<file path="config.mk">
export PLATFORM = sky130hd
export DESIGN_NAME = ostm_timer
export DESIGN_NICKNAME = d
export VERILOG_FILES = /design/src/rtl/ostm_pkg.sv /design/src/rtl/ostm_decode.sv /design/src/rtl/ostm_counter.sv /design/src/rtl/ostm_match_chan.sv /design/src/rtl/ostm_status.sv /design/src/rtl/ostm_timer.sv
export SDC_FILE = /design/constraint.sdc
export NUM_CORES = 1
export LEC_CHECK = 0
export BUFFER_PORTS_ARGS = -buffer_cell sky130_fd_sc_hd__buf_2
export CORE_MARGIN = 1
export CORE_UTILIZATION = 40
export DETAILED_ROUTE_END_ITERATION = 12
export PLACE_DENSITY = 0.6
export SLEW_MARGIN = 30
export SYNTH_ARGS = -nofsm -noshare
export SYNTH_HDL_FRONTEND = slang
export SYNTH_SLANG_ARGS = --single-unit
</file>
<file path="constraint.sdc">
create_clock -name clk -period 4.1 [get_ports clk]
set_input_delay 0.82 -clock clk [delete_from_list [all_inputs] [get_ports clk]]
set_output_delay 0.82 -clock clk [all_outputs]
set_load 0.01 [all_outputs]
</file>
<file path="src/rtl/ostm_pkg.sv">
// Package ostm_pkg: register offsets and the decoded-access type shared by
// the timer modules. Assumes word-aligned byte offsets.
package ostm_pkg;

    localparam int OSTM_DATA_W = 32;
    localparam int OSTM_ADDR_W = 8;
    localparam int OSTM_NUM_CH = 4;
    localparam int OSTM_IEN_W  = 12;

    localparam logic [7:0] OFF_COUNT  = 8'h10;
    localparam logic [7:0] OFF_STATUS = 8'h14;
    localparam logic [7:0] OFF_WDOG   = 8'h18;
    localparam logic [7:0] OFF_IEN    = 8'h1C;

    typedef enum logic [2:0] {
        RS_MATCH,
        RS_COUNT,
        RS_STATUS,
        RS_WDOG,
        RS_IEN,
        RS_NONE
    } ostm_reg_e;

    typedef struct packed {
        ostm_reg_e  kind;
        logic [7:0] ch;
    } ostm_dec_t;

endpackage

</file>
<file path="src/rtl/ostm_decode.sv">
// Module ostm_decode: turns a byte offset into a register kind and a channel
// index. Match registers sit at 4*k for k below NUM_CH. Unaligned or unknown
// offsets decode to RS_NONE. Assumes NUM_CH <= 4, so the match block does not
// overlap the fixed registers.
module ostm_decode
    import ostm_pkg::*;
#(
    parameter int ADDR_W = OSTM_ADDR_W,
    parameter int NUM_CH = OSTM_NUM_CH
) (
    input  logic [ADDR_W-1:0] addr,
    output ostm_dec_t         dec
);

    localparam int WORD_W = ADDR_W - 2;

    logic [WORD_W-1:0] word;
    assign word = addr[ADDR_W-1:2];

    // Purpose: classify the offset into one register kind.
    always_comb begin
        dec.kind = RS_NONE;
        dec.ch   = '0;
        if (addr[1:0] == 2'b00) begin
            if (word < WORD_W'(NUM_CH)) begin
                dec.kind = RS_MATCH;
                dec.ch   = 8'(word);
            end else if (addr == ADDR_W'(OFF_COUNT)) begin
                dec.kind = RS_COUNT;
            end else if (addr == ADDR_W'(OFF_STATUS)) begin
                dec.kind = RS_STATUS;
            end else if (addr == ADDR_W'(OFF_WDOG)) begin
                dec.kind = RS_WDOG;
            end else if (addr == ADDR_W'(OFF_IEN)) begin
                dec.kind = RS_IEN;
            end
        end
    end

endmodule

</file>
<file path="src/rtl/ostm_counter.sv">
// Module ostm_counter: free-running up counter with a load port. A load wins
// over a tick in the same cycle. Exposes the next value and an update flag so
// that match channels compare against the value the counter is taking.
module ostm_counter #(
    parameter int W = 32
) (
    input  logic         clk,
    input  logic         rst_n,
    input  logic         tick,
    input  logic         load,
    input  logic [W-1:0] load_val,
    output logic [W-1:0] cnt_q,
    output logic [W-1:0] cnt_nx,
    output logic         cnt_upd
);

    // Purpose: choose the next count (load, then tick, then hold).
    always_comb begin
        if (load) begin
            cnt_nx  = load_val;
            cnt_upd = 1'b1;
        end else if (tick) begin
            cnt_nx  = cnt_q + W'(1);
            cnt_upd = 1'b1;
        end else begin
            cnt_nx  = cnt_q;
            cnt_upd = 1'b0;
        end
    end

    // Purpose: register the count.
    always_ff @(posedge clk) begin
        if (!rst_n) cnt_q <= '0;
        else        cnt_q <= cnt_nx;
    end

endmodule

</file>
<file path="src/rtl/ostm_match_chan.sv">
// Module ostm_match_chan: one match register with an equality compare. It
// fires only in a cycle where the counter changes to the match value, so
// writing the match register to the current count does not fire it.
module ostm_match_chan #(
    parameter int W = 32
) (
    input  logic         clk,
    input  logic         rst_n,
    input  logic         wr_en,
    input  logic [W-1:0] wr_val,
    input  logic [W-1:0] cnt_nx,
    input  logic         cnt_upd,
    output logic [W-1:0] match_q,
    output logic         fire
);

    // Purpose: hold the software-written match value.
    always_ff @(posedge clk) begin
        if (!rst_n)     match_q <= '0;
        else if (wr_en) match_q <= wr_val;
    end

    // Purpose: flag the cycle in which the counter takes the match value.
    always_comb begin
        fire = cnt_upd && (cnt_nx == match_q);
    end

endmodule

</file>
<file path="src/rtl/ostm_status.sv">
// Module ostm_status: interrupt-enable register and write-one-to-clear status
// bits. A fire that is enabled sets its bit; a set in the same cycle wins over
// a clear. Assumes IEN_W >= NUM_CH and W >= IEN_W.
module ostm_status #(
    parameter int NUM_CH = 4,
    parameter int IEN_W  = 12,
    parameter int W      = 32
) (
    input  logic              clk,
    input  logic              rst_n,
    input  logic [NUM_CH-1:0] fire,
    input  logic              ien_wr,
    input  logic              stat_wr,
    input  logic [W-1:0]      wdata,
    output logic [IEN_W-1:0]  ien_q,
    output logic [NUM_CH-1:0] stat_q
);

    logic [NUM_CH-1:0] clr_mask;
    logic [NUM_CH-1:0] set_mask;

    // Purpose: form the clear and set masks for this cycle.
    always_comb begin
        clr_mask = stat_wr ? wdata[NUM_CH-1:0] : '0;
        set_mask = fire & ien_q[NUM_CH-1:0];
    end

    // Purpose: keep only the low IEN_W bits of an enable write.
    always_ff @(posedge clk) begin
        if (!rst_n)      ien_q <= '0;
        else if (ien_wr) ien_q <= wdata[IEN_W-1:0];
    end

    // Purpose: update the status bits, with a set winning over a clear.
    always_ff @(posedge clk) begin
        if (!rst_n) stat_q <= '0;
        else        stat_q <= (stat_q & ~clr_mask) | set_mask;
    end

endmodule

</file>
<file path="src/rtl/ostm_timer.sv">
// Module ostm_timer: top level of the operating-system timer. It holds the
// bus decode, the counter, NUM_CH match channels, the status and enable
// registers, and the watchdog on channel WDOG_CH. Reads are registered and
// appear one cycle after the access. Assumes tick is synchronous to clk.
module ostm_timer
    import ostm_pkg::*;
#(
    parameter int DATA_W  = OSTM_DATA_W,
    parameter int ADDR_W  = OSTM_ADDR_W,
    parameter int NUM_CH  = OSTM_NUM_CH,
    parameter int IEN_W   = OSTM_IEN_W,
    parameter int WDOG_CH = NUM_CH - 1
) (
    input  logic              clk,
    input  logic              rst_n,
    input  logic              tick,
    input  logic              bus_sel,
    input  logic              bus_wr,
    input  logic [ADDR_W-1:0] bus_addr,
    input  logic [DATA_W-1:0] bus_wdata,
    output logic [DATA_W-1:0] bus_rdata,
    output logic              bus_err,
    output logic [NUM_CH-1:0] irq,
    output logic              rst_req
);

    localparam int CH_W = (NUM_CH > 1) ? $clog2(NUM_CH) : 1;

    ostm_dec_t          dec;
    logic               acc_wr;
    logic               acc_rd;
    logic [DATA_W-1:0]  cnt_q;
    logic [DATA_W-1:0]  cnt_nx;
    logic               cnt_upd;
    logic [DATA_W-1:0]  match_q [NUM_CH];
    logic [NUM_CH-1:0]  fire;
    logic [IEN_W-1:0]   ien_q;
    logic [NUM_CH-1:0]  stat_q;
    logic [DATA_W-1:0]  wdog_q;
    logic               wd_fire;
    logic [DATA_W-1:0]  rd_mux;
    logic [DATA_W-1:0]  rdata_q;
    logic               err_q;
    logic               rst_req_q;

    assign acc_wr = bus_sel && bus_wr;
    assign acc_rd = bus_sel && !bus_wr;

    ostm_decode #(.ADDR_W(ADDR_W), .NUM_CH(NUM_CH)) dec_i (
        .addr (bus_addr),
        .dec  (dec)
    );

    ostm_counter #(.W(DATA_W)) cnt_i (
        .clk      (clk),
        .rst_n    (rst_n),
        .tick     (tick),
        .load     (acc_wr && dec.kind == RS_COUNT),
        .load_val (bus_wdata),
        .cnt_q    (cnt_q),
        .cnt_nx   (cnt_nx),
        .cnt_upd  (cnt_upd)
    );

    for (genvar k = 0; k < NUM_CH; k++) begin : g_chan
        ostm_match_chan #(.W(DATA_W)) chan_i (
            .clk     (clk),
            .rst_n   (rst_n),
            .wr_en   (acc_wr && dec.kind == RS_MATCH && dec.ch == 8'(k)),
            .wr_val  (bus_wdata),
            .cnt_nx  (cnt_nx),
            .cnt_upd (cnt_upd),
            .match_q (match_q[k]),
            .fire    (fire[k])
        );
    end

    ostm_status #(.NUM_CH(NUM_CH), .IEN_W(IEN_W), .W(DATA_W)) stat_i (
        .clk     (clk),
        .rst_n   (rst_n),
        .fire    (fire),
        .ien_wr  (acc_wr && dec.kind == RS_IEN),
        .stat_wr (acc_wr && dec.kind == RS_STATUS),
        .wdata   (bus_wdata),
        .ien_q   (ien_q),
        .stat_q  (stat_q)
    );

    assign wd_fire = fire[WDOG_CH] && wdog_q[0];

    // Purpose: watchdog arm register; a watchdog fire disarms it ahead of a write.
    always_ff @(posedge clk) begin
        if (!rst_n)                            wdog_q <= '0;
        else if (wd_fire)                      wdog_q <= '0;
        else if (acc_wr && dec.kind == RS_WDOG) wdog_q <= bus_wdata;
    end

    // Purpose: one-cycle reset request on a watchdog fire.
    always_ff @(posedge clk) begin
        if (!rst_n) rst_req_q <= 1'b0;
        else        rst_req_q <= wd_fire;
    end

    // Purpose: select the read value for the decoded offset.
    always_comb begin
        case (dec.kind)
            RS_MATCH:  rd_mux = match_q[dec.ch[CH_W-1:0]];
            RS_COUNT:  rd_mux = cnt_q;
            RS_STATUS: rd_mux = {{(DATA_W-NUM_CH){1'b0}}, stat_q};
            RS_WDOG:   rd_mux = wdog_q;
            RS_IEN:    rd_mux = {{(DATA_W-IEN_W){1'b0}}, ien_q};
            default:   rd_mux = '0;
        endcase
    end

    // Purpose: register read data and the unmapped-access flag.
    always_ff @(posedge clk) begin
        if (!rst_n) begin
            rdata_q <= '0;
            err_q   <= 1'b0;
        end else begin
            rdata_q <= acc_rd ? rd_mux : '0;
            err_q   <= bus_sel && (dec.kind == RS_NONE);
        end
    end

    assign bus_rdata = rdata_q;
    assign bus_err   = err_q;
    assign irq       = stat_q;
    assign rst_req   = rst_req_q;

endmodule

</file>
-- Word level (Yosys, flattened, before mapping)
Cells that the tools add are included.
- register bits after elaboration: 242
- $add $sub $neg: 1
- magnitude comparators: 2
- eq/ne operators: 16
- muxes and demuxes: 16
- bitwise gates (word level): 6
- reductions and logical operators: 23
- operator list (cell ; count):
    32-bit one-hot mux with 5 select lines ; 1
    32-bit equality test ; 4
    32-bit 2-to-1 mux ; 4
    32-bit binary-select mux with 2-bit select ; 1
    32-bit by 1-bit adder with 32-bit output (second input constant) ; 1
    8-bit by 5-bit equality test with 1-bit output (second input constant) ; 4
    1-bit logical AND ; 17
    8-bit by 2-bit equality test with 1-bit output (second input constant) ; 2
    3-bit 2-to-1 mux ; 4
    11-bit 2-to-1 mux ; 1
    4-bit bitwise AND ; 2
    8-bit by 1-bit equality test with 1-bit output (second input constant) ; 1
    8-bit logical NOT ; 1
    3-bit by 2-bit equality test with 1-bit output (second input constant) ; 2
    3-bit equality test (second input constant) ; 2
    6-bit by 3-bit < comparator with 1-bit output (second input constant) ; 1
    6-bit 2-to-1 mux ; 1
    4-bit 2-to-1 mux ; 1
    4-bit NOT ; 1
    4-bit bitwise OR ; 1
    3-bit by 1-bit equality test with 1-bit output (second input constant) ; 1
    3-bit >= comparator (second input constant) ; 1
    3-bit logical NOT ; 1
    1-bit 2-to-1 mux ; 3
    6 further kinds ; 6

-- Longest topological paths before layout
Gate-level depths: netlist of run 1.
- word-level depth: 14
- mapped depth: 15
- depth with buffers taken out: 10

-- Modules after synthesis
Synthesis of run 1 repeated with hierarchy kept, for this count alone.
- cell total of the unflattened synthesis: 1299
- area total of the unflattened synthesis: 12776.0 µm²
- by module, submodules not included (module ; times used ; cells each ; area each (µm²)):
    ostm_match_chan ; 4 ; 147 ; 1555.2
    ostm_timer ; 1 ; 376 ; 3708.6
    ostm_counter ; 1 ; 265 ; 2113.3
    ostm_status ; 1 ; 55 ; 610.6
    ostm_decode ; 1 ; 15 ; 122.6

-- Worst setup path after synthesis of run 1
Ideal clock, no wire load.
- kind: input to register
- start: in bus_addr[3]
- end: reg wdog_q[24]
- setup time: 115 ps
- data arrival time: 3862 ps
- slack: 123 ps
- stages: 12
- cells stage by stage: clkbuf_1 and4bb_1 nand3_1 clkbuf_1 mux2_2 nor4_1 nand4_1 or4b_1 a2111o_1 o41ai_4 buf_4 nor2_1
- cells in the longest elaborated chain, start to end: 14
- elaborated cells between the ends (all ways): 21
- classes of those cells: order compare (1); eq/ne (7); mux (8); reduce/logical (5)
- RTL lines (element ; RTL line ; source):
    start: declaration ; ostm_timer.sv:19 ; input logic [ADDR_W-1:0] bus_addr,
    8-bit by 5-bit equality test with 1-bit output ; ostm_decode.sv:34 ; end else if (addr == ADDR_W'(OFF_IEN)) begin
    1-bit 2-to-1 mux ; ostm_decode.sv:34 ;
    3-bit 2-to-1 mux ; ostm_decode.sv:32 ; end else if (addr == ADDR_W'(OFF_WDOG)) begin
    3-bit 2-to-1 mux ; ostm_decode.sv:30 ; end else if (addr == ADDR_W'(OFF_STATUS)) begin
    3-bit 2-to-1 mux ; ostm_decode.sv:28 ; end else if (addr == ADDR_W'(OFF_COUNT)) begin
    3-bit 2-to-1 mux (*) ; ostm_decode.sv:25 ; if (word < WORD_W'(NUM_CH)) begin
    11-bit 2-to-1 mux (*) ; ostm_decode.sv:24 ; if (addr[1:0] == 2'b00) begin
    3-bit by 1-bit equality test with 1-bit output ; ostm_timer.sv:58 ; .load (acc_wr && dec.kind == RS_COUNT),
    1-bit logical AND ; ostm_timer.sv:58 ;
    32-bit 2-to-1 mux ; ostm_counter.sv:19 ; if (load) begin
    32-bit equality test ; ostm_match_chan.sv:25 ; fire = cnt_upd && (cnt_nx == match_q);
    1-bit logical AND ; ostm_match_chan.sv:25 ;
    1-bit logical AND ; ostm_timer.sv:89 ; assign wd_fire = fire[WDOG_CH] && wdog_q[0];
    2-bit OR reduction (no line) ; n/a ;
    end signal: assignment ; ostm_timer.sv:95 ; else if (acc_wr && dec.kind == RS_WDOG) wdog_q <= bus_wdata;
    end: declaration ; ostm_timer.sv:39 ; logic [DATA_W-1:0] wdog_q;
Every way passes the cells marked *; elsewhere a longest branch is shown, timed or not.
A chain may end at the register's enable or synchronous reset.

-- Worst setup path in the final report of run 1
- start: reg cnt_i.cnt_q[9]
- end: reg wdog_q[26]
- cells in the longest elaborated chain, start to end: 7
- RTL lines (element ; RTL line ; source):
    start: declaration ; ostm_counter.sv:12 ; output logic [W-1:0] cnt_q,
    start signal: assignment ; ostm_counter.sv:34 ; else cnt_q <= cnt_nx;
    32-bit by 1-bit adder with 32-bit output ; ostm_counter.sv:23 ; cnt_nx = cnt_q + W'(1);
    32-bit 2-to-1 mux (*) ; ostm_counter.sv:22 ; end else if (tick) begin
    32-bit 2-to-1 mux (*) ; ostm_counter.sv:19 ;
    32-bit equality test (*) ; ostm_match_chan.sv:25 ;
    1-bit logical AND (*) ; ostm_match_chan.sv:25 ;
    1-bit logical AND (*) ; ostm_timer.sv:89 ;
    2-bit OR reduction (no line) (*) ; n/a ;
Marks and branches as above.

==> results of run 1 <==
[worst max-delay path: cells and delay by family (launching register included)]
family / cells / cell delay [ns]
DFF: 1 / 0.46
AOI/OAI and AO/OA: 3 / 0.61
buffers and inverters: 4 / 0.86
xor gates and xnor gates: 1 / 0.33
and+or+nand+nor: 5 / 1.60
[path summary, 6_finish.rpt]
check | startpoint | end | cells after the start
worst max register to register | cnt_i.cnt_q[9] | wdog_q[26] | 13
worst max-delay path | cnt_i.cnt_q[9] | wdog_q[26] | 13
worst min-delay path | wdog_q[13] | bus_rdata[13] | 2
worst min register to register | wdog_q[13] | bus_rdata[13] | 2
[cell families after synthesis]
logic type	count (synthesis)	share of synthesized area, %
mux	82	9.34
compound gates	403	18.7
fa+ha+maj	1	0.0910
buf+inv	183	5.19
simple gates	713	24.1
flops	242	35.2
xor+xnor	114	7.36
[per-stage QoR]
step	area (µm²)	setup WS, ns	cells	power, W
2_1_floorplan	13800	0.123	1738	0.00260
3_3_place_gp	15900	-0.196	2350	0.00279
3_5_place_dp	15900	-0.210	2350	0.00279
4_1_cts	16900	0.0396	2400	0.00532
5_1_grt	16900	0.00253	2400	0.00543
6_report	16900	0.0898	2403	0.00531
[sequential cells by signal, summed over array words and instances, names as in the netlist]
name / cells
rst_req: 1
cnt_i.cnt_q: 32
stat_i.ien_q: 12
stat_i.stat_q: 4
bus_err: 1
g_chan.chan_i.match_q: 128
bus_rdata: 32
wdog_q: 32
[metal layers]
| metal | track usage (%) | share of wire [%] | vias up |
|---|---|---|---|
| met1 | 53.7 | 41 | 7220 |
| met3 | 10.3 | 11 | 201 |
| met4 | 20.5 | 6.0 | 6 |
| met2 | 59.4 | 42 | 1008 |
| li1 | - | - | 6559 |
| met5 | 0 | 0.055 | - |
[cells in the final DEF, fill, tap and decap left out, types with 36 or more instances in the layout]
cell type / n
nand2_1: 324
dfxtp_1: 242
buf_4: 218
a21oi_1: 201
nor2_1: 151
buf_2: 81
xnor2_1: 60
xor2_1: 53
inv_1: 42
nand3_1: 37
mux4_2: 36
[report_power, final]
part           internal (W)  leakage, nW  switching [W]  total [W]
sequential          0.00236         1.95     0.00000387    0.00236
clock               0.00150        0.456        0.00105    0.00255
combinational      0.000126         4.00       0.000269   0.000395
total               0.00398         6.41        0.00133    0.00531
[cell type report]
type	count	area, µm²
multi-input combinational	1313	8250
timing repair buffer	303	2120
tap	448	561
antenna	3	7.51
inverter	44	168
clock inverter	12	160
fill	3373	16800
clock buffer	38	767
sequential	242	4840
==> flow_metrics.env, run 1 <==
export IMPL_outcome="finished, final reports clean"
export IMPL_firstDrtPassIters=6
export IMPL_tightest_slew_ns=0.956
export IMPL_fin_crit_ns=4.01
export IMPL_grt_pass1_vias=14000
export IMPL_wire_per_inst_um=29.7
export IMPL_cts_made_buffers=27
export IMPL_fin_util_pct=50.1
export IMPL_synth_cell_type_count=86
export IMPL_drc=0
export IMPL_path_clk_slew_ns=0.06
export IMPL_viasPerCell=6.24
export IMPL_drtIter0Drc=2224
export IMPL_fp_dieH_um=187
export IMPL_synth_edf_count=0
export IMPL_synth_top_cells_by_count="nand2_1 (324), dfxtp_1 (242), a21oi_1 (201)"
export IMPL_hold_class="reg -> reg"
export IMPL_final_net_count=1977
export IMPL_cts_tree="done"
export IMPL_finalWeightedCongestion=1.09
export IMPL_antenna_found_initial=7
export IMPL_finalSetupViolations=0
export IMPL_pin_count=83
export IMPL_synth_area_per_cell_um2=7.91
export IMPL_fmax_mhz=249
export IMPL_async_reset_ff_share_pct=0
export IMPL_area_growth_syn_to_layout_pct=22.7
export IMPL_hold_buffers=0
export IMPL_clock_sinks=242
export IMPL_p_leak_nw=6.41
export IMPL_grt_ovfl_total=0
export IMPL_io_buffers=82
export IMPL_rows=67
export IMPL_cts_root_buf="clkbuf_16"
export IMPL_syn_area_mm2=0.0138
export IMPL_finalSetupTns_ns=0
export IMPL_slew_headroom_pct=36.2
export IMPL_yosysWarningCount=0
export IMPL_dieArea_mm2=0.0351
export IMPL_synth_top_area_share_pct=35.2
export IMPL_clk_path_buf_depth=3
export IMPL_worstPathRequired_ns=4.55
export IMPL_skew_ns=0.0185
export IMPL_syn_num_nets=1784
export IMPL_crit_chain="nand4_1, buf_4, nor4_2, buf_4, a31o_2, a31oi_1, buf_4, xnor2_1, nand4_1, or4_1, o41ai_4, buf_12, nor2_1"
export IMPL_ant_nets=0
export IMPL_synth_ff_type="dfxtp_1"
export IMPL_synth_seq_cells=242
export IMPL_syn_inst=1738
export IMPL_whs_ns=0.457
export IMPL_synth_seq_area_share_pct=35.2
export IMPL_cts_repair_resized=0
export IMPL_crit_type="reg -> reg"
export IMPL_start_kind="flop"
export IMPL_rsz0062_at_grt="no"
export IMPL_cp_max_fo=32
export IMPL_hpwl_mm=55.1
export IMPL_cts_max_level=1
export IMPL_grt_pass1_wl_mm=101
export IMPL_crit_top_cell="buf_4"
export IMPL_critPathCaptureType="flop"
export IMPL_grt_max_degree=72
export IMPL_period_share_pct=97.8
export IMPL_ff2ff_setup_slack_ns=0.09
export IMPL_drive_gt1_share_pct=21.7
export IMPL_drv_slew=0
export IMPL_drt_total_wl_mm=71.2
export IMPL_vias=15000
export IMPL_die_w_um=187
export IMPL_clk_latency_ns=0.58
export IMPL_grtUsageTotal_pct=40.1
export IMPL_cp_slowest_stage_delay_ns=0.69
export IMPL_slowest_stage="or4_1"
export IMPL_synth_top_cells_by_area="dfxtp_1 (35%), nand2_1 (8.8%), a21oi_1 (7.3%)"
export IMPL_coreArea_mm2=0.0337
export IMPL_cts_setup_buffers=0
export IMPL_synth_most_common_cell="nand2_1"
export IMPL_arrival_ns=4.46
export IMPL_finalHoldViolCount=0
export IMPL_vdd_ir_drop_worst_mv=0.303
export IMPL_power_density_mw_per_mm2=314
export IMPL_synth_area_leader_cell="dfxtp_1"
export IMPL_drv_cap=0
export IMPL_start_util_pct=40.8
Power figures use the tool's default switching activity.
==> run 2: changes to the inputs <==
--- a/config.mk
+++ b/config.mk
@@ -5,12 +5,14 @@
 export SDC_FILE = /design/constraint.sdc
 export NUM_CORES = 1
 export LEC_CHECK = 0
-export BUFFER_PORTS_ARGS = -buffer_cell sky130_fd_sc_hd__buf_2
 export CORE_MARGIN = 1
 export CORE_UTILIZATION = 40
 export DETAILED_ROUTE_END_ITERATION = 12
-export PLACE_DENSITY = 0.6
+export DONT_BUFFER_PORTS = 1
+export PLACE_DENSITY = 0.58
+export SKIP_CTS_REPAIR_TIMING = 1
 export SLEW_MARGIN = 30
 export SYNTH_ARGS = -nofsm -noshare
 export SYNTH_HDL_FRONTEND = slang
+export SYNTH_HIERARCHICAL = 1
 export SYNTH_SLANG_ARGS = --single-unit
==> run 2 against run 1 <==
Net effect:
- final cell count is 27% lower
- final area is 13% lower
- fmax is 4.2% higher
- first-iteration DRC count is 66% lower
- worst hold slack worse by 0.048 ns
- combinational power is 7.1% higher
- largest power group unchanged
- synthesized cell count is 25% lower
- synthesized area is 7.1% lower
==> flow_metrics.env, run 2 <==
export IMPL_outcome="finished, final reports clean"
export IMPL_power_switching_share_pct=23.8
export IMPL_cts_max_level=1
export IMPL_layout_commonest_cell="dfxtp_1"
export IMPL_synth_xor_area_share_pct=9.60
export IMPL_switching_power_w=0.00126
export IMPL_worstPathRequired_ns=4.52
export IMPL_cp_startpoint="cnt_i/cnt_q[1]"
export IMPL_critPathCapture="wdog_q[30]"
export IMPL_tightest_slew_ns=0.954
export IMPL_start_kind="flop"
export IMPL_drtIter0Drc=750
export IMPL_synthMuxAreaShare_pct=19.9
export IMPL_ff2ff_setup_slack_ns=0.25
export IMPL_async_reset_ff_share_pct=0
export IMPL_drv_cap=0
export IMPL_synth_area_leader_cell="dfxtp_1"
export IMPL_final_net_count=1386
export IMPL_synth_seq_area_share_pct=37.9
export IMPL_clk_latency_ns=0.55
export IMPL_coreArea_mm2=0.0315
export IMPL_vias=10100
export IMPL_synth_seq_cells=242
export IMPL_synth_compound_area_share_pct=8.78
export IMPL_comb_power_share_pct=8.0
export IMPL_p_leak_nw=5.37
export IMPL_reg2reg_depth=15
export IMPL_p_int_w=0.00401
export IMPL_die_w_um=181
export IMPL_finalWeightedCongestion=0.849
export IMPL_synth_top_cells_by_area="dfxtp_1 (38%), mux2i_1 (13%), xor2_1 (8.8%)"
export IMPL_hold_class="in -> reg"
export IMPL_timing_rr_start="cnt_i/cnt_q[1]"
export IMPL_clockPowerShare_pct=46.8
export IMPL_cts_made_buffers=28
export IMPL_grt_pass1_wl_mm=61.6
export IMPL_synth_ff_type="dfxtp_1"
export IMPL_grt_pass1_vias=9985
export IMPL_firstDrtPassIters=5
export IMPL_syn_inst=1299
export IMPL_skew_ns=0.0109
export IMPL_finalHoldViolCount=0
export IMPL_cp_max_fo=22
export IMPL_crit_type="reg -> reg"
export IMPL_drc=0
export IMPL_grt_max_degree=160
export IMPL_fmax_mhz=260
export IMPL_area_growth_syn_to_layout_pct=15.4
export IMPL_grt_ovfl_total=0
export IMPL_synth_top_cells_by_count="dfxtp_1 (242), mux2i_1 (169), nor2b_1 (149)"
export IMPL_drive_gt1_share_pct=18.4
export IMPL_start_util_pct=40.6
export IMPL_synthSimpleGateAreaFrac_pct=19.1
export IMPL_synth_cell_type_count=58
export IMPL_ant_nets=0
export IMPL_drv_slew=0
export IMPL_syn_area_mm2=0.0128
export IMPL_slew_headroom_pct=36.1
export IMPL_r2r_end="wdog_q[30]"
export IMPL_power_density_mw_per_mm2=358
export IMPL_vdd_ir_drop_worst_mv=0.329
export IMPL_top_register="g_chan.chan_i/match_q"
export IMPL_stdcell_count=1762
export IMPL_clk_path_buf_depth=3
export IMPL_antenna_found_initial=0
export IMPL_pin_count=83
export IMPL_clock_sinks=242
export IMPL_yosysWarningCount=6
export IMPL_fin_crit_ns=3.85
export IMPL_synth_top_area_share_pct=37.9
export IMPL_path_clk_slew_ns=0.06
export IMPL_final_cell_mix="dfxtp_1 (242), mux2i_1 (169), nor2b_1 (148)"
export IMPL_cts_tree="done"
export IMPL_critPathCaptureType="flop"
export IMPL_arrival_ns=4.27
export IMPL_whs_ns=0.409
export IMPL_hpwl_mm=27.2
export IMPL_synth_edf_count=0
export IMPL_synth_most_common_cell="dfxtp_1"
export IMPL_dieArea_mm2=0.0327
export IMPL_dp_cells=1712
export IMPL_finalSetupViolations=0
export IMPL_wire_per_inst_um=22.8
export IMPL_fillers=2991
export IMPL_synth_fa_ha_area_share_pct=0.0979
export IMPL_diodes=0
export IMPL_cts_root_buf="clkbuf_16"
export IMPL_drt_total_wl_mm=40.1
export IMPL_grtUsageTotal_pct=24.4
export IMPL_fp_dieH_um=181
export IMPL_largest_reg_flops=128
export IMPL_synth_area_per_cell_um2=9.84
export IMPL_rows=65
export IMPL_io_buffers=0
export IMPL_power_frac_seq_pct=45.2
export IMPL_viasPerCell=5.72
export IMPL_rsz0062_at_grt="no"
export IMPL_synth_top_family_by_area="multiplexers"
export IMPL_period_share_pct=93.8
## run 2: cell count changes in the layout (fill, tap and decap cells not counted), moves of 26 or more
cell	before	now
buf_2	81	0
inv_1	42	8
o21ai_1	3	29
xor2_1	53	129
mux2i_1	35	169
nor2_1	151	26
buf_4	218	98
nor2b_1	13	148
a21oi_1	201	42
nand3_1	37	80
nand2_1	324	29
xnor2_1	60	11
## run 2: cells by family (layout without fill, tap and decap cells)
kind of cell             after synthesis  count (layout)
XOR/XNOR                             140             140
multiplexers                         213             213
other                                  1               6
AO/OA/AOI/OAI                        185             185
flip-flops                           242             242
buffers and inverters                108             164
AND/OR/NAND/NOR                      409             409
adder cells (fa/ha/maj)                1               1
## run 2: cell type report
| type | instances | area (µm²) | area share [%] |
|---|---|---|---|
| Clock inverter | 9 | 97.6 | 0.662 |
| Inverter | 10 | 37.5 | 0.255 |
| Clock buffer | 41 | 791 | 5.37 |
| Tap cell | 402 | 503 | 3.41 |
| Timing Repair Buffer | 104 | 856 | 5.81 |
| Multi-Input combinational cell | 954 | 7610 | 51.6 |
| Sequential cell | 242 | 4840 | 32.9 |
## run 2: stage by stage
step	power (W)	cell area [µm²]	setup TNS, ns	utilization, %	setup WS [ns]
finish	0.00527	14700	0	46.8	0.253
global route	0.00544	14700	0	46.8	0.00220
floorplan	0.00269	13100	-0.119	-	-0.00400
detailed placement	0.00285	13800	-6.70	44.0	-0.204
global placement	0.00285	13800	-6.95	44.0	-0.207
CTS	0.00531	14700	0	46.8	0.230
## run 2: worst min-delay path by stage
stage,start,to,slack (ns),cells after the start
floorplan,wdog_q[10],wdog_q[10],0.45,2
global placement,wdog_q[7],wdog_q[7],0.46,2
detailed placement,wdog_q[5],wdog_q[5],0.47,2
CTS,rst_n,cnt_i/cnt_q[1],0.38,1
global route,rst_n,stat_i/ien_q[4],0.40,1
finish,rst_n,cnt_i/cnt_q[3],0.41,1
## run 2: metal layers
layer	wire, µm	vias up	share of wire, %	global-route usage, %
met3	2110	61	5.2	3.55
met4	1060	0	2.6	7.01
li1	-	4733	-	-
met2	18600	258	46	39.4
met5	0	-	0	0
met1	18400	5031	46	33.8
## run 2: critical path, cell delays in order (launching register included)
cell and delay, ns:
dfxtp_1 0.41, ha_1 0.27, inv_1 0.11, or4_1 0.53
buf_4 0.19, or4_1 0.54, a31oi_2 0.27, xor2_1 0.12
nor4_1 0.34, buf_4 0.19, nand4_1 0.11, nor3_2 0.17
nand2_1 0.11, nand2_2 0.10, buf_12 0.19, a21oi_1 0.06
## run 2: power by group through the flow
| stage | Clock (W) | Sequential (W) | Combinational, W |
|---|---|---|---|
| 6_report | 0.00247 | 0.00238 | 0.000423 |
| 5_1_grt | 0.00261 | 0.00238 | 0.000451 |
| 4_1_cts | 0.00251 | 0.00238 | 0.000419 |
| 3_5_place_dp | 0 | 0.00243 | 0.000416 |
| 3_3_place_gp | 0 | 0.00243 | 0.000414 |
| 2_1_floorplan | 0 | 0.00243 | 0.000260 |
